===== config.mk =====
export PLATFORM = sky130hd
export DESIGN_NAME = i2c_port_expander
export DESIGN_NICKNAME = d
export VERILOG_FILES = /design/src/rtl/pex_pkg.sv /design/src/rtl/pex_sync.sv /design/src/rtl/pex_link.sv /design/src/rtl/pex_regs.sv /design/src/rtl/i2c_port_expander.sv
export SDC_FILE = /design/constraint.sdc
export NUM_CORES = 1
export LEC_CHECK = 0
export BUFFER_PORTS_ARGS = -buffer_cell sky130_fd_sc_hd__buf_2
export CORE_AREA = 2 2 142 88
export DETAILED_ROUTE_END_ITERATION = 6
export DIE_AREA = 0 0 144 90
export SYNTH_ARGS = -nofsm -noshare
export SYNTH_HDL_FRONTEND = slang
export SYNTH_SLANG_ARGS = --single-unit

===== constraint.sdc =====
create_clock -name clk -period 2.5 [get_ports clk]
set_input_delay 0.125 -clock clk [delete_from_list [all_inputs] [get_ports clk]]
set_output_delay 0.125 -clock clk [all_outputs]
set_load 0.02 [all_outputs]

===== src/rtl/pex_pkg.sv =====
package pex_pkg;

   // Register selected by bits [1:0] of the command byte
   typedef enum logic [1:0] {
      SEL_IN  = 2'd0,
      SEL_OUT = 2'd1,
      SEL_POL = 2'd2,
      SEL_DIR = 2'd3
   } reg_sel_e;

   // Bit-level states of the bus engine
   typedef enum logic [3:0] {
      ST_IDLE,
      ST_ADDR,
      ST_ADDR_ACK,
      ST_CMD,
      ST_CMD_ACK,
      ST_WDATA,
      ST_WDATA_ACK,
      ST_RDATA,
      ST_RACK
   } bus_st_e;

   localparam int BYTE_W = 8;

endpackage


===== src/rtl/pex_sync.sv =====
module pex_sync #(
   parameter int   W       = 1,
   parameter int   STAGES  = 2,
   parameter logic RST_VAL = 1'b0
) (
   input  logic         clk,
   input  logic         rst_n,
   input  logic [W-1:0] d,
   output logic [W-1:0] q
);

   if (W < 1) begin : g_bad_width
      $error("pex_sync: W must be at least 1");
   end
   if (STAGES < 2) begin : g_bad_stages
      $error("pex_sync: STAGES must be at least 2");
   end

   logic [STAGES-1:0][W-1:0] stg;

   always_ff @(posedge clk or negedge rst_n) begin
      if (!rst_n) stg <= {(STAGES*W){RST_VAL}};
      else        stg <= {stg[STAGES-2:0], d};
   end

   assign q = stg[STAGES-1];

endmodule


===== src/rtl/pex_link.sv =====
module pex_link
   import pex_pkg::*;
(
   input  logic              clk,
   input  logic              rst_n,
   input  logic              scl,
   input  logic              sda,
   input  logic [6:0]        dev_addr,
   input  logic [BYTE_W-1:0] rd_data,
   output logic              sda_oe,
   output reg_sel_e          sel,
   output logic              wr_en,
   output logic [BYTE_W-1:0] wr_data
);

   logic              scl_d, sda_d;
   logic              scl_rise, scl_fall, start_c, stop_c;
   bus_st_e           state;
   logic [3:0]        bit_cnt;
   logic [BYTE_W-1:0] rx_sh;
   logic [BYTE_W-2:0] tx_sh;
   logic              rw_q, nack_q;

   always_ff @(posedge clk or negedge rst_n) begin
      if (!rst_n) begin
         scl_d <= 1'b1;
         sda_d <= 1'b1;
      end else begin
         scl_d <= scl;
         sda_d <= sda;
      end
   end

   assign scl_rise = scl & ~scl_d;
   assign scl_fall = ~scl & scl_d;
   assign start_c  = scl & scl_d & sda_d & ~sda;
   assign stop_c   = scl & scl_d & ~sda_d & sda;

   always_ff @(posedge clk or negedge rst_n) begin
      if (!rst_n) begin
         state   <= ST_IDLE;
         bit_cnt <= '0;
         rx_sh   <= '0;
         tx_sh   <= '0;
         rw_q    <= 1'b0;
         nack_q  <= 1'b0;
         sda_oe  <= 1'b0;
         sel     <= SEL_IN;
         wr_en   <= 1'b0;
         wr_data <= '0;
      end else begin
         wr_en <= 1'b0;
         if (start_c) begin
            state   <= ST_ADDR;
            bit_cnt <= '0;
            sda_oe  <= 1'b0;
         end else if (stop_c) begin
            state  <= ST_IDLE;
            sda_oe <= 1'b0;
         end else begin
            case (state)
               ST_ADDR, ST_CMD, ST_WDATA: begin
                  if (scl_rise) begin
                     rx_sh   <= {rx_sh[BYTE_W-2:0], sda};
                     bit_cnt <= bit_cnt + 4'd1;
                  end else if (scl_fall && bit_cnt == 4'd8) begin
                     if (state == ST_ADDR) begin
                        if (rx_sh[7:1] == dev_addr) begin
                           rw_q   <= rx_sh[0];
                           sda_oe <= 1'b1;
                           state  <= ST_ADDR_ACK;
                        end else begin
                           state <= ST_IDLE;
                        end
                     end else if (state == ST_CMD) begin
                        sel    <= reg_sel_e'(rx_sh[1:0]);
                        sda_oe <= 1'b1;
                        state  <= ST_CMD_ACK;
                     end else begin
                        wr_en   <= 1'b1;
                        wr_data <= rx_sh;
                        sda_oe  <= 1'b1;
                        state   <= ST_WDATA_ACK;
                     end
                  end
               end
               ST_ADDR_ACK, ST_CMD_ACK, ST_WDATA_ACK: begin
                  if (scl_fall) begin
                     bit_cnt <= '0;
                     if (state == ST_ADDR_ACK && rw_q) begin
                        tx_sh  <= rd_data[BYTE_W-2:0];
                        sda_oe <= ~rd_data[BYTE_W-1];
                        state  <= ST_RDATA;
                     end else begin
                        sda_oe <= 1'b0;
                        state  <= (state == ST_ADDR_ACK) ? ST_CMD : ST_WDATA;
                     end
                  end
               end
               ST_RDATA: begin
                  if (scl_rise) begin
                     bit_cnt <= bit_cnt + 4'd1;
                  end else if (scl_fall) begin
                     if (bit_cnt == 4'd8) begin
                        sda_oe <= 1'b0;
                        state  <= ST_RACK;
                     end else begin
                        sda_oe <= ~tx_sh[BYTE_W-2];
                        tx_sh  <= {tx_sh[BYTE_W-3:0], 1'b0};
                     end
                  end
               end
               ST_RACK: begin
                  if (scl_rise) begin
                     nack_q <= sda;
                  end else if (scl_fall) begin
                     if (nack_q) begin
                        state <= ST_IDLE;
                     end else begin
                        bit_cnt <= '0;
                        tx_sh   <= rd_data[BYTE_W-2:0];
                        sda_oe  <= ~rd_data[BYTE_W-1];
                        state   <= ST_RDATA;
                     end
                  end
               end
               default: state <= ST_IDLE;
            endcase
         end
      end
   end

   // drive changes happen only in the SCL low phase
   a_r12_drive_in_low_phase: assert property (@(posedge clk) disable iff (!rst_n)
      (sda_oe != $past(sda_oe)) |-> !$past(scl));

   // an idle engine never holds the data line
   a_r11_idle_released: assert property (@(posedge clk) disable iff (!rst_n)
      (state == ST_IDLE) |-> !sda_oe);

   // an acknowledge after the address byte only follows an address match
   a_r1_ack_only_on_match: assert property (@(posedge clk) disable iff (!rst_n)
      (state == ST_ADDR_ACK && $past(state) == ST_ADDR) |-> ($past(rx_sh[7:1]) == dev_addr));

endmodule


===== src/rtl/pex_regs.sv =====
module pex_regs
   import pex_pkg::*;
#(
   parameter int          W       = 8,
   parameter logic [7:0]  RST_OUT = 8'h00,
   parameter logic [7:0]  RST_POL = 8'h00,
   parameter logic [7:0]  RST_DIR = 8'hFF
) (
   input  logic              clk,
   input  logic              rst_n,
   input  reg_sel_e          sel,
   input  logic              wr_en,
   input  logic [BYTE_W-1:0] wr_data,
   input  logic [W-1:0]      pin_lvl,
   output logic [BYTE_W-1:0] rd_data,
   output logic [W-1:0]      pin_out,
   output logic [W-1:0]      pin_oe
);

   if (W < 1 || W > BYTE_W) begin : g_bad_width
      $error("pex_regs: W must be 1 to 8");
   end

   logic [W-1:0] out_q, pol_q, dir_q, in_view, rd_w;

   always_ff @(posedge clk or negedge rst_n) begin
      if (!rst_n) begin
         out_q <= RST_OUT[W-1:0];
         pol_q <= RST_POL[W-1:0];
         dir_q <= RST_DIR[W-1:0];
      end else if (wr_en) begin
         case (sel)
            SEL_OUT: out_q <= wr_data[W-1:0];
            SEL_POL: pol_q <= wr_data[W-1:0];
            SEL_DIR: dir_q <= wr_data[W-1:0];
            default: ;
         endcase
      end
   end

   // One slice per pin: input view, direction and drive gating
   for (genvar i = 0; i < W; i++) begin : g_pin
      assign in_view[i] = pin_lvl[i] ^ pol_q[i];
      assign pin_oe[i]  = ~dir_q[i];
      assign pin_out[i] = dir_q[i] ? 1'b0 : out_q[i];
   end

   always_comb begin
      case (sel)
         SEL_IN:  rd_w = in_view;
         SEL_OUT: rd_w = out_q;
         SEL_POL: rd_w = pol_q;
         default: rd_w = dir_q;
      endcase
   end

   if (W == BYTE_W) begin : g_full
      assign rd_data = rd_w;
   end else begin : g_pad
      assign rd_data = {{(BYTE_W-W){1'b0}}, rd_w};
   end

   // a write aimed at the input view leaves every register alone
   a_r8_input_write_inert: assert property (@(posedge clk) disable iff (!rst_n)
      (wr_en && sel == SEL_IN) |=> ($stable(out_q) && $stable(pol_q) && $stable(dir_q)));

   // one data byte touches at most one register
   a_r3_single_target: assert property (@(posedge clk) disable iff (!rst_n)
      wr_en |=> ($countones({out_q != $past(out_q), pol_q != $past(pol_q),
                             dir_q != $past(dir_q)}) <= 1));

   // registers move only on a data byte
   a_r3_hold_without_write: assert property (@(posedge clk) disable iff (!rst_n)
      !wr_en |=> ($stable(out_q) && $stable(pol_q) && $stable(dir_q)));

endmodule


===== src/rtl/i2c_port_expander.sv =====
module i2c_port_expander
   import pex_pkg::*;
#(
   parameter int         PORT_W      = 8,
   parameter int         ADDR_PINS   = 3,
   parameter logic [6:0] ADDR_BASE   = 7'h18,
   parameter int         SYNC_STAGES = 2
) (
   input  logic                 clk,
   input  logic                 rst_n,
   input  logic                 scl_i,
   input  logic                 sda_i,
   output logic                 sda_oe,
   input  logic [ADDR_PINS-1:0] addr_pins,
   input  logic [PORT_W-1:0]    pin_in,
   output logic [PORT_W-1:0]    pin_out,
   output logic [PORT_W-1:0]    pin_oe
);

   if (PORT_W < 1 || PORT_W > BYTE_W) begin : g_bad_port
      $error("i2c_port_expander: PORT_W must be 1 to 8");
   end
   if (ADDR_PINS < 1 || ADDR_PINS > 6) begin : g_bad_pins
      $error("i2c_port_expander: ADDR_PINS must be 1 to 6");
   end
   if (SYNC_STAGES < 2) begin : g_bad_sync
      $error("i2c_port_expander: SYNC_STAGES must be at least 2");
   end

   localparam int FIX_W = 7 - ADDR_PINS;

   logic [1:0]        bus_s;
   logic [PORT_W-1:0] pin_s;
   logic [6:0]        dev_addr;
   reg_sel_e          sel;
   logic              wr_en;
   logic [BYTE_W-1:0] wr_data, rd_data;

   assign dev_addr = {ADDR_BASE[6 -: FIX_W], addr_pins};

   pex_sync #(.W(2), .STAGES(SYNC_STAGES), .RST_VAL(1'b1)) u_bus_sync (
      .clk   (clk),
      .rst_n (rst_n),
      .d     ({scl_i, sda_i}),
      .q     (bus_s)
   );

   pex_sync #(.W(PORT_W), .STAGES(SYNC_STAGES), .RST_VAL(1'b0)) u_pin_sync (
      .clk   (clk),
      .rst_n (rst_n),
      .d     (pin_in),
      .q     (pin_s)
   );

   pex_link u_link (
      .clk      (clk),
      .rst_n    (rst_n),
      .scl      (bus_s[1]),
      .sda      (bus_s[0]),
      .dev_addr (dev_addr),
      .rd_data  (rd_data),
      .sda_oe   (sda_oe),
      .sel      (sel),
      .wr_en    (wr_en),
      .wr_data  (wr_data)
   );

   pex_regs #(.W(PORT_W)) u_regs (
      .clk     (clk),
      .rst_n   (rst_n),
      .sel     (sel),
      .wr_en   (wr_en),
      .wr_data (wr_data),
      .pin_lvl (pin_s),
      .rd_data (rd_data),
      .pin_out (pin_out),
      .pin_oe  (pin_oe)
   );

   // an input pin never carries a drive value
   a_r6_no_drive_on_input: assert property (@(posedge clk) disable iff (!rst_n)
      ((pin_out & ~pin_oe) == '0));

endmodule


=== Word-level counts from Yosys, hierarchy flattened ===
Cells that the tools add are included.

* $add $sub $neg: 1
* Equal/unequal tests: 37
* Muxes and demuxes: 65
* Bitwise gates (word level): 34
* Reductions and logical operators: 21

{| class="wikitable"
|+ Operators with widths
! cell !! number
|-
| $mux 4 || 19
|-
| $mux 7 || 8
|-
| $mux 1 || 29
|-
| $reduce_and 7->1 || 4
|-
| $pmux 8 s3 || 1
|-
| $pmux 7 s3 || 1
|-
| $ne 4x1->1 const B || 5
|-
| $not 1->1 || 19
|-
| $eq 4x3->1 const B || 4
|-
| $pmux 4 s4 || 1
|-
| $ne 4x4->1 const B || 3
|-
| $pmux 4 s3 || 1
|-
| $reduce_and 11->1 || 1
|-
| $ne 2x1->1 const B || 5
|-
| $reduce_and 10->1 || 1
|-
| $ne 3x1->1 const B || 3
|-
| $eq 4x2->1 const B || 2
|-
| $eq 4x4->1 const B || 2
|-
| $ne 2x2->1 const B || 4
|-
| $reduce_and 4->1 || 2
|-
| $reduce_and 8->1 || 1
|-
| $xor 1x1->1 || 8
|-
| $and 1x1->1 || 7
|-
| $eq 7x5->1 || 1
|-
| 19 further kinds || 26
|}

* Flip-flop bits (word level): 83
* Input bits: 15
* Output and inout port bits: 17
* Logic and storage cells: 177

=== Depth between registers and ports, before layout ===
* Depth after elaboration: 9
* Mapped depth: 7
* Depth with buffers taken out: 7

=== Hierarchy ===
Synthesis repeated with hierarchy kept, for this count alone.

* Cell total of the unflattened synthesis: 369
* Area total of the unflattened synthesis: 4337.9 um^2

{| class="wikitable"
|+ By module, submodules not included
! module !! instances !! cells an instance !! area each (um^2) !! sequential area each (um^2)
|-
| pex_link || 1 || 224 || 2333.5 || 978.4
|-
| pex_regs || 1 || 113 || 1416.4 || 610.6
|-
| pex_sync (u_pin_sync) || 1 || 24 || 460.4 || 400.4
|-
| pex_sync (u_bus_sync) || 1 || 6 || 120.1 || 105.1
|-
| i2c_port_expander || 1 || 2 || 7.5 || 0.0
|}

=== Worst setup path before layout ===
OpenSTA, ideal clock, no wires.

* Path type: register -> register
* From: reg u_link.scl_d
* To: reg u_link.tx_sh[1]
* Setup time: 0.125 ns
* Arrival time: 1.650 ns
* Required time: 2.375 ns
* Path slack: 0.725 ns
* Stages on the path, launching flop included: 6
* Path buffers: 0
* Period minus slack after synthesis: 1.775 ns
* Cell sequence: dfstp_2 nor2b_1 nor2_4 a221oi_4 o211ai_4 mux2_4

* Cells in the longest elaborated chain, start to end: 5
* Elaborated cells on any way between the ends: 16
* Classes of those cells: 5 x eq/ne; 10 x bitwise; 1 x reduce/logical

{| class="wikitable"
|+ RTL lines
! what !! RTL line !! text
|-
| start: declaration || pex_link.sv:16 || <nowiki>logic scl_d, sda_d;</nowiki>
|-
| start signal: assignment || pex_link.sv:29 || <nowiki>scl_d <= scl;</nowiki>
|-
| $and 1x1->1 || pex_link.sv:36, pex_link.sv:37 ||
|-
| $and 1x1->1 (on tied branches) (2 in a row) || pex_link.sv:36, pex_link.sv:37 ||
|-
| $not 1->1 (no line) || n/a ||
|-
| $reduce_and 11->1 (no line) (*) || n/a ||
|-
| end signal: assignment || pex_link.sv:91 || <nowiki>tx_sh <= rd_data[BYTE_W-2:0];</nowiki>
|-
| end signal: assignment || pex_link.sv:109 || <nowiki>tx_sh <= {tx_sh[BYTE_W-3:0], 1'b0};</nowiki>
|-
| end signal: assignment || pex_link.sv:121 || <nowiki>tx_sh <= rd_data[BYTE_W-2:0];</nowiki>
|-
| end: declaration || pex_link.sv:21 || <nowiki>logic [BYTE_W-2:0] tx_sh;</nowiki>
|}

Every way passes the cells marked *; elsewhere a longest branch is shown, timed or not.
A chain may end at the register's enable or synchronous reset.

=== Worst setup path after layout ===
* From: reg u_link.state[1]
* To: reg u_link.tx_sh[6]

* Cells in the longest elaborated chain, start to end: 4
* Elaborated cells on any way between the ends: 18
* Classes of those cells: 13 x eq/ne; 1 x mux; 4 x reduce/logical

{| class="wikitable"
|+ RTL lines
! what !! RTL line !! text
|-
| start: declaration || pex_link.sv:18 || <nowiki>bus_st_e state;</nowiki>
|-
| start signal: assignment || pex_link.sv:96 || <nowiki>state <= (state == ST_ADDR_ACK) ? ST_CMD : ST_WDATA;</nowiki>
|-
| $eq 4x3->1 or $eq 4x2->1 (tied branches) || pex_link.sv:61, pex_link.sv:90 ||
|-
| $reduce_or 3->1 or $logic_and 1x1->1 (tied branches) || pex_link.sv:61, pex_link.sv:90 ||
|-
| $ne 2x1->1 (no line) or $reduce_bool 3->1 (tied branches) || n/a ||
|-
| $reduce_and 11->1 (no line) || n/a ||
|}

Several ways; a longest one is shown, not always the timed one.

==> results.json <==
{
  "status": "finished clean",
  "routedWlPerCell_um": 15.3,
  "worstSetupStartpointType": "flop",
  "ys_types": 57,
  "rrSetupSlack_ns": 0.42,
  "drive_above_1_share_pct": 35.7,
  "crit_fanout": 18,
  "ff_latch_area_sq_mm": 0.00209,
  "fillCellCount": 1128,
  "synthMuxAreaShare_pct": 18.9,
  "num_io_pins": 32,
  "totalWireLength_um": 8610,
  "top_layer": "met4",
  "clk_latency_ns": 0.34,
  "synth-simple-area-share_pct": 12.9,
  "tns_ns": 0,
  "die-width_um": 144,
  "synthAdderAreaFrac_pct": 0.904,
  "rows": 31,
  "wl_met1_um": 4700,
  "core_area_sq_mm": 0.0118,
  "cp.required_ns": 2.72,
  "drtIter0Drc": 203,
  "yosysWarnings": 0,
  "synth_top_area_share_pct": 43.0,
  "synth_edf_count": 0,
  "syn_inst": 339,
  "finalClockSkew_ns": 0.00722,
  "crit-reg2reg-launch": "u_link.state[1]",
  "grtUsageTotal_pct": 14.6,
  "slew_viol_final": 0,
  "holdCritPathClass": "in -> async",
  "synth_xor_xnor_area_share_pct": 1.09,
  "cts_max_level": 3,
  "syn_nets": 356,
  "syn_area_per_cell_sq_um": 11.8,
  "max_freq_ghz": 0.482,
  "r2r_cells": 5,
  "synth_area_sq_mm": 0.00401,
  "critical_path_class": "reg -> reg",
  "ant_nets": 0,
  "power.leakage_uw": 0.00222,
  "start_util_pct": 34.1,
  "async_flop_share_pct": 100,
  "nets": 410,
  "drc_errors": 0,
  "grt_max_degree": 84,
  "die_h_um": 90,
  "ir_drop_mv": 0.310,
  "yosys.cell_count.top_type": "dfrtp_1",
  "die_area_sq_mm": 0.0130,
  "finalSetupViolCount": 0,
  "min_period_ns": 2.08,
  "area_growth_pct": 20.7,
  "cts_buffers": 9,
  "ys_seq_elements": 83,
  "grt_first_pass_wirelength_um": 14400,
  "num_vias": 2707,
  "synth_flop_cell": "dfrtp_1",
  "synth_commonest_cells": "dfrtp_1, mux2_2, nand2_1",
  "tightest_slew_ns": 0.537,
  "clock-root-buffer": "clkbuf_16",
  "gr-total-overflow": 0,
  "viasPerCell": 4.81,
  "finalHoldViolations": 0,
  "powerDensity_mw_per_mm2": 600,
  "post_cts_buffers": 0,
  "n_antenna_cell": 0,
  "ys_seq_area_share_pct": 52.2,
  "multi_input_area_sq_mm": 0.00178,
  "routed-wl-met3_um": 597,
  "cp-end-kind": "flop",
  "utilization_pct": 41.2,
  "fin_crit_sh_pct": 83.0,
  "max_slew_margin_pct": 64.1,
  "dp_hpwl_um": 6120,
  "antenna_found_initial": 0,
  "ys_top_cells_by_area": "dfrtp_1, mux2_2, dfstp_2, mux2i_1, nor2b_1",
  "yosysTopAreaCell": "dfrtp_1",
  "synth_top_family_by_area": "multiplexers",
  "firstDrtPassIters": 4,
  "rr_endpoint": "u_link.tx_sh[6]",
  "cts_sinks": 83,
  "clkSlewWorstSetupHoldPaths_ns": 0.06,
  "cts_buffer_depth": 2,
  "routabilityCongestion": 0.883,
  "port_buffers": 31,
  "synth_compound_area_share_pct": 10.7,
  "cap_viol_max_count": 0,
  "arrival_ns": 2.30,
  "dr_wl_met2_um": 3210,
  "cts_tree": "yes",
  "first_global_vias": 2657,
  "rsz0062_at_grt": "no"
}
placed cells by master, fill, tap and decap left out, drive strengths merged, types with 3 or more instances in the layout:
cell type     n
clkinvlp      3
nor2         17
mux2i        13
o211ai        5
dfstp        14
inv          19
a21oi        16
nand3         8
o21a          4
nand3b        5
o31ai         3
nand2        21
xor2          3
dlygate4sd3  11
nor2b        13
nand2b        5
dfrtp        69
nor3          7
mux2         54
clkbuf        9
o21ai        17
buf          46
sequential cells by signal (all words and copies together), names as in the netlist, 4 cells and up:
signal and cells:
u_link.state 4, u_link.tx_sh 7, u_link.rx_sh 8, u_link.bit_cnt 4
u_regs.dir_q 8, u_pin_sync.stg 8, u_pin_sync.q 8, u_regs.pol_q 8
u_regs.out_q 8, u_link.wr_data 8
cell type report:
| class | instances | share of cell area [%] |
|---|---|---|
| Clock buffer | 9 | 4.65 |
| Clock inverter | 7 | 1.68 |
| Inverter | 16 | 1.24 |
| Multi-Input combinational cell | 226 | 36.8 |
| Sequential cell | 83 | 43.2 |
| Tap cell | 165 | 4.26 |
| Timing Repair Buffer | 57 | 8.11 |
per-layer routing:
metal | track usage, % | vias up
li1 | - | 1314
met1 | 23.9 | 1307
met2 | 17.6 | 78
met3 | 4.79 | 8
met4 | 4.00 | 0
met5 | 0 | -
worst max-delay path by stage:
| stage | from | to | slack (ns) | cells past startpoint |
|---|---|---|---|---|
| 3_5_place_dp | u_link.state[1] | u_link.tx_sh[6] | 0.43 | 5 |
| 5_1_grt | u_link.state[1] | u_link.tx_sh[6] | 0.28 | 5 |
| 4_1_cts | u_link.state[1] | u_link.tx_sh[6] | 0.41 | 5 |
| 6_report | u_link.state[1] | u_link.tx_sh[6] | 0.42 | 5 |
| 3_3_place_gp | u_link.state[0] | u_link.state[2] | 0.49 | 5 |
| 2_1_floorplan | u_link.scl_d | u_link.tx_sh[1] | 0.73 | 5 |
timing repair:
| action | CTS | global route |
|---|---|---|
| hold buffers | 11 | 0 |
| gates resized for setup | 0 | 0 |
| endpoints found under the hold margin | 79 | 0 |
metrics by stage:
step	hold slack (ns)	total power (uW)	cell area [sq um]	setup slack, ns	cells
final	0.349	2910	4840	0.425	563
after global routing	0.357	3030	4840	0.276	563
after CTS	0.351	2950	4840	0.415	563
after detailed placement	0.198	1550	4430	0.433	536
after global placement	0.197	1550	4430	0.490	536
after floorplan	-0.171	1480	4010	0.725	339
logic make-up (layout without fill, tap and decap cells):
family / after synthesis / count (layout)
AOI/OAI and AO/OA: 60 / 60
xor gates and xnor gates: 5 / 5
adders and majority gates: 3 / 3
buffers and inverters: 30 / 89
DFF: 83 / 83
muxes: 67 / 67
and+or+nand+nor: 91 / 91
worst max-delay path, cell delays in order, from the launching register on:
cell	delay (ns)
dfrtp_1	0.65
nor3_1	0.17
and2_4	0.21
a221oi_4	0.36
o211ai_4	0.21
mux2_4	0.35
where the power goes:
group | total, uW | internal [uW] | leakage, uW | switching, uW
logic | 132 | 57.6 | 0.00102 | 74.7
clock network | 1370 | 788 | 0.000141 | 578
registers | 1410 | 1380 | 0.00106 | 29.6
(Power assumes the default switching activity.)
